$ cat src/rtl/hcrop_pkg.sv
package hcrop_pkg;
    typedef enum logic [1:0] {
        ST_LOAD = 2'd0,
        ST_CROP = 2'd1,
        ST_PASS = 2'd2
    } hc_state_t;
endpackage

$ cat src/rtl/hcrop_shadow.sv
module hcrop_shadow #(
    parameter int CNT_W = 8
) (
    input  logic             clk,
    input  logic             rst_n,
    input  logic             load,
    input  logic             hold,
    input  logic [CNT_W-1:0] in_width_m1,
    input  logic [CNT_W-1:0] in_height_m1,
    input  logic [CNT_W-1:0] in_left,
    input  logic [CNT_W-1:0] in_right,
    input  logic             in_bypass,
    output logic [CNT_W-1:0] act_width_m1,
    output logic [CNT_W-1:0] act_height_m1,
    output logic [CNT_W-1:0] act_left,
    output logic [CNT_W-1:0] act_right,
    output logic             act_bypass
);
    always_ff @(posedge clk) begin
        if (!rst_n) begin
            act_width_m1  <= '0;
            act_height_m1 <= '0;
            act_left      <= '0;
            act_right     <= '0;
            act_bypass    <= 1'b1;
        end else if (load && !hold) begin
            act_width_m1  <= in_width_m1;
            act_height_m1 <= in_height_m1;
            act_left      <= in_left;
            act_right     <= in_right;
            act_bypass    <= in_bypass;
        end
    end

    // active configuration moves only on an unheld load
    a_r8_active_stable: assert property (@(posedge clk) disable iff (!rst_n)
        !(load && !hold) |=> $stable({act_width_m1, act_height_m1, act_left, act_right, act_bypass}));
endmodule

$ cat src/rtl/hcrop_pos.sv
module hcrop_pos #(
    parameter int CNT_W = 8
) (
    input  logic             clk,
    input  logic             rst_n,
    input  logic             clr,
    input  logic             step,
    input  logic [CNT_W-1:0] width_m1,
    output logic [CNT_W-1:0] col,
    output logic [CNT_W-1:0] line
);
    always_ff @(posedge clk) begin
        if (!rst_n || clr) begin
            col  <= '0;
            line <= '0;
        end else if (step) begin
            if (col == width_m1) begin
                col  <= '0;
                line <= line + 1'b1;
            end else begin
                col  <= col + 1'b1;
            end
        end
    end

    // column position never runs past the active width
    a_r3_col_in_range: assert property (@(posedge clk) disable iff (!rst_n)
        step |-> (col <= width_m1));
endmodule

$ cat src/rtl/hcrop_window.sv
module hcrop_window #(
    parameter int CNT_W = 8
) (
    input  logic [CNT_W-1:0] col,
    input  logic [CNT_W-1:0] line,
    input  logic [CNT_W-1:0] width_m1,
    input  logic [CNT_W-1:0] height_m1,
    input  logic [CNT_W-1:0] left,
    input  logic [CNT_W-1:0] right,
    output logic             keep,
    output logic             first,
    output logic             last_out
);
    localparam int XW = CNT_W + 2;

    logic [XW-1:0] reach;
    logic [XW-1:0] limit;

    always_comb begin
        reach    = XW'(col) + XW'(right) + XW'(1);
        limit    = XW'(width_m1);
        keep     = (col >= left) && (reach <= limit);
        first    = keep && (col == left);
        last_out = keep && (reach == limit) && (line == height_m1);
    end
endmodule

$ cat src/rtl/hcrop_stage.sv
module hcrop_stage
    import hcrop_pkg::*;
#(
    parameter int DATA_W = 8,
    parameter int CNT_W  = 8
) (
    input  logic              clk,
    input  logic              rst_n,
    input  logic [CNT_W-1:0]  cfg_width_m1,
    input  logic [CNT_W-1:0]  cfg_height_m1,
    input  logic [CNT_W-1:0]  cfg_left,
    input  logic [CNT_W-1:0]  cfg_right,
    input  logic              cfg_bypass,
    input  logic              cfg_hold,
    input  logic              s_valid,
    output logic              s_ready,
    input  logic [DATA_W-1:0] s_data,
    input  logic              s_sol,
    input  logic              s_eof,
    output logic              m_valid,
    input  logic              m_ready,
    output logic [DATA_W-1:0] m_data,
    output logic              m_sol,
    output logic              m_eof
);
    hc_state_t st_q, st_nx;

    logic [CNT_W-1:0] act_w, act_h, act_l, act_r;
    logic             act_byp;
    logic [CNT_W-1:0] col, line;
    logic             keep, first, eof_out;
    logic             load, accept, step, eff_byp;

    assign load    = (st_q == ST_LOAD);
    assign accept  = s_valid && s_ready;
    assign step    = accept && (st_q == ST_CROP);
    assign eff_byp = cfg_hold ? act_byp : cfg_bypass;

    hcrop_shadow #(.CNT_W(CNT_W)) u_shadow (
        .clk(clk), .rst_n(rst_n), .load(load), .hold(cfg_hold),
        .in_width_m1(cfg_width_m1), .in_height_m1(cfg_height_m1),
        .in_left(cfg_left), .in_right(cfg_right), .in_bypass(cfg_bypass),
        .act_width_m1(act_w), .act_height_m1(act_h),
        .act_left(act_l), .act_right(act_r), .act_bypass(act_byp)
    );

    hcrop_pos #(.CNT_W(CNT_W)) u_pos (
        .clk(clk), .rst_n(rst_n), .clr(load), .step(step),
        .width_m1(act_w), .col(col), .line(line)
    );

    hcrop_window #(.CNT_W(CNT_W)) u_win (
        .col(col), .line(line), .width_m1(act_w), .height_m1(act_h),
        .left(act_l), .right(act_r),
        .keep(keep), .first(first), .last_out(eof_out)
    );

    // state register
    always_ff @(posedge clk) begin
        if (!rst_n) st_q <= ST_LOAD;
        else        st_q <= st_nx;
    end

    // next state
    always_comb begin
        st_nx = st_q;
        unique case (st_q)
            ST_LOAD: st_nx = eff_byp ? ST_PASS : ST_CROP;
            ST_CROP,
            ST_PASS: if (accept && s_eof) st_nx = ST_LOAD;
            default: st_nx = ST_LOAD;
        endcase
    end

    // outputs
    always_comb begin
        s_ready = 1'b0;
        m_valid = 1'b0;
        m_sol   = 1'b0;
        m_eof   = 1'b0;
        m_data  = s_data;
        unique case (st_q)
            ST_LOAD: ;
            ST_PASS: begin
                s_ready = m_ready;
                m_valid = s_valid;
                m_sol   = s_sol;
                m_eof   = s_eof;
            end
            ST_CROP: begin
                if (keep) begin
                    s_ready = m_ready;
                    m_valid = s_valid;
                    m_sol   = first;
                    m_eof   = eof_out;
                end else begin
                    s_ready = 1'b1;
                end
            end
            default: ;
        endcase
    end

    // a dropped pixel is swallowed with no output
    a_r4_drop_consumed: assert property (@(posedge clk) disable iff (!rst_n)
        (st_q == ST_CROP && s_valid && !keep) |-> (s_ready && !m_valid));
    // output line start sits on the left edge of the window
    a_r5_sol_at_left: assert property (@(posedge clk) disable iff (!rst_n)
        (st_q == ST_CROP && m_valid && m_sol) |-> (col == act_l));
    // accepted end of frame is followed by the load cycle
    a_r7_eof_then_load: assert property (@(posedge clk) disable iff (!rst_n)
        (s_valid && s_ready && s_eof) |=> (!s_ready && !m_valid));
    // a stalled output holds the input
    a_r9_stall_holds: assert property (@(posedge clk) disable iff (!rst_n)
        (m_valid && !m_ready) |-> !s_ready);
endmodule

$ cat config.mk
export PLATFORM = sky130hd
export DESIGN_NAME = hcrop_stage
export DESIGN_NICKNAME = d
export VERILOG_FILES = /design/src/rtl/hcrop_pkg.sv /design/src/rtl/hcrop_shadow.sv /design/src/rtl/hcrop_pos.sv /design/src/rtl/hcrop_window.sv /design/src/rtl/hcrop_stage.sv
export SDC_FILE = /design/constraint.sdc
export NUM_CORES = 1
export LEC_CHECK = 0
export ABC_AREA = 1
export BUFFER_PORTS_ARGS = -buffer_cell sky130_fd_sc_hd__buf_2
export CORE_MARGIN = 8
export CORE_UTILIZATION = 35
export DETAILED_ROUTE_END_ITERATION = 8
export GPL_TIMING_DRIVEN = 0
export HOLD_SLACK_MARGIN = 0.08
export PLACE_DENSITY_LB_ADDON = 0.3
export SETUP_SLACK_MARGIN = 0.3
export SLEW_MARGIN = 20
export SYNTH_ARGS = -nofsm -noshare
export SYNTH_HDL_FRONTEND = slang
export SYNTH_SLANG_ARGS = --single-unit
$ cat constraint.sdc
create_clock -name clk -period 8.1 [get_ports clk]
set_input_delay 0.81 -clock clk [delete_from_list [all_inputs] [get_ports clk]]
set_output_delay 0.81 -clock clk [all_outputs]
set_load 0.01 [all_outputs]
==> flow_summary.json <==
{
  "detail-route-antenna-nets": 0,
  "setup_viol": 0,
  "netlist_area_sq_mm": 0.00351,
  "status": "completed",
  "cap_violations": 0,
  "synth_top_cell_area_share_pct": 29.1,
  "synth-edff-count": 0,
  "dpl.hpwl_um": 7330,
  "post_drt_wl_per_cell_um": 12.9,
  "avgSynthCellArea_sq_um": 6.90,
  "arrival_ns": 3.89,
  "yosys.cell_count.top_type": "nand2_1",
  "synth_nets": 587,
  "drive_gt1_share_pct": 17.8,
  "drc": 0,
  "cts-hold-fix-buffers": 0,
  "syn2layout_area_growth_pct": 15.8,
  "hold_viol": 0,
  "fin_crit_ns": 4.70,
  "syn_inst": 508,
  "synth-async-reset-ratio_pct": 0,
  "dieWidth_um": 116,
  "skew_ns": 0.00927,
  "worstSetupStartpointType": "flip-flop",
  "worst_slew_pin_slew_ns": 0.672,
  "cp.required_ns": 7.29,
  "routabilityCongestion": 0.839,
  "cts_resized": 0,
  "nFillCells": 1067,
  "clock.fmax_mhz": 213,
  "finalNetCount": 645,
  "dr.pass1.iters": 4,
  "grt_first_pass_wirelength_um": 15000,
  "clk_root_buffer_cell": "clkbuf_8",
  "boundaryPins": 60,
  "multi_input_area_sq_mm": 0.00211,
  "worst-setup-path-type": "flip-flop to output port",
  "pre_cts_ws_ns": 3.75,
  "synthFlopType": "dfxtp_1",
  "start_util_pct": 36.0,
  "vias": 3296,
  "wl_um": 9030,
  "seq_area_frac_synth_pct": 29.1,
  "yosys_warnings": 0,
  "cts_max_level": 2,
  "total_power_uw": 939,
  "rows": 36,
  "die_h_um": 116,
  "p_per_area_mw_per_mm2": 231,
  "hold_path_class": "flip-flop to flip-flop",
  "crit_path_end_kind": "output port",
  "relSlewSlack_pct": 55.0,
  "clkLatencyLatePin_ns": 0.31,
  "yosys.area.top_type": "dfxtp_1",
  "clock-sinks": 51,
  "rsz0062_at_grt": "no",
  "synth_common_cells": "nand2_1 (93), nor2_1 (73), inv_1 (64), dfxtp_1 (51), o21ai_0 (39)",
  "num_antenna_cells": 0,
  "period_share_pct": 58.0,
  "clockBufferDepth": 2,
  "finalMaxSlewViolations": 0,
  "core_sq_mm": 0.00973,
  "critPathMaxFanout": 5,
  "post_cts.repair.setup_buffers": 0,
  "tns_ns": 0,
  "seq_area_sq_mm": 0.00102,
  "grt_pass1_vias": 3323,
  "synth_area_leaders": "dfxtp_1 (29%), ha_1 (11%), nand2_1 (10%)",
  "numCtsBuffers": 5,
  "timing.final.ws_setup_ns": 3.40,
  "synth-seq-cells": 51,
  "viasPerCell": 4.71,
  "ir_drop_uv": 106,
  "track_usage_pct": 13.8,
  "synth_cell_type_count": 37,
  "die_area_sq_mm": 0.0135,
  "grt_max_degree": 16,
  "overflow": 0,
  "regToRegSetupSlack_ns": 4.37,
  "cts_tree": "built",
  "clkTransAtPathRegs_ns": 0.10,
  "fin_hold_ws_ns": 0.468,
  "leakage_nw": 1.92,
  "port_buffers": 51,
  "antenna_found_initial": 0,
  "drt-initial-drc-count": 165
}
==> layout by cell type (no fill, tap or decap), types with 9 or more instances in the layout <==
cell type  count
nand2_1       93
nor2_1        73
inv_1         64
buf_2         51
dfxtp_1       51
o21ai_0       39
a21oi_1       35
ha_1          30
nand3_1       25
xor2_1        20
clkbuf_1      10
nand2_2        9
==> logic make-up (layout without fill, tap and decap cells) <==
kind of cell / Yosys count / after routing / synth area share, %
simple gates: 235 / 235 / 30.8
buf+inv: 86 / 145 / 10.7
mux: 1 / 1 / 0.286
compound gates: 82 / 82 / 12.3
xor+xnor: 22 / 22 / 5.50
fa+ha+maj: 31 / 31 / 11.3
flops: 51 / 51 / 29.1
==> per-stage QoR <==
stage | std cells | utilization, % | area (sq um)
final | 700 | 41.7 | 4060
after global routing | 700 | 41.7 | 4060
after CTS | 700 | 41.7 | 4060
after detailed placement | 692 | 40.4 | 3930
after global placement | 692 | 40.4 | 3930
after floorplan | 508 | - | 3510
==> sequential cells by signal (all words and copies together) (netlist names) <==
register	cells
u_shadow.act_bypass	1
u_shadow.act_width_m1	8
u_pos.col	8
st_q	2
u_shadow.act_right	8
u_shadow.act_left	8
u_pos.line	8
u_shadow.act_height_m1	8
==> per-layer routing <==
metal | global-route usage (%) | vias up | routed length, um
met5 | 0 | - | 0
met4 | 3.54 | 0 | 91
met3 | 1.93 | 8 | 228
met2 | 25.9 | 43 | 4730
met1 | 16.0 | 1510 | 3980
li1 | - | 1735 | -
==> area by class of cell <==
cell class	instances	share of cell area, %
buffer	20	3.14
clock buffer	6	1.79
clock inverter	2	1.48
multi-input combinational	371	52.0
sequential	51	25.1
tap	133	4.10
timing repair buffer	51	6.29
inverter	66	6.10
==> report_power, final <==
part | total [mW] | switching [mW] | internal [mW]
sequential | 0.327 | 0.0260 | 0.301
clock | 0.208 | 0.0843 | 0.123
combinational | 0.405 | 0.257 | 0.147
==> final timing paths <==
path                                       end                         startpoint  cells after the start
max                                      m_sol          u_pos.col[0]$_SDFFE_PP0P_                     22
min          u_shadow.act_left[5]$_SDFFE_PN0P_  u_shadow.act_left[5]$_SDFFE_PN0P_                      2
max reg2reg          u_pos.col[3]$_SDFFE_PP0P_          u_pos.col[0]$_SDFFE_PP0P_                     24
min reg2reg  u_shadow.act_left[5]$_SDFFE_PN0P_  u_shadow.act_left[5]$_SDFFE_PN0P_                      2
==> critical path: stages (launching register included) <==
cell and delay, ns:
dfxtp_1 0.43, ha_1 0.23, inv_1 0.06, fa_1 0.42
inv_1 0.13, nand3_1 0.11, nand3_1 0.12, nand2_2 0.09
nor2_2 0.17, xor2_1 0.18, inv_1 0.06, ha_1 0.31
a21oi_1 0.18, o21ai_0 0.12, nand4_1 0.10, nand2_1 0.05
inv_1 0.06, nand2_2 0.07, nand2_4 0.08, nand2_1 0.06
or2_2 0.27, a21oi_1 0.13, buf_2 0.15
No activity file was read; power rests on OpenSTA's default activity.
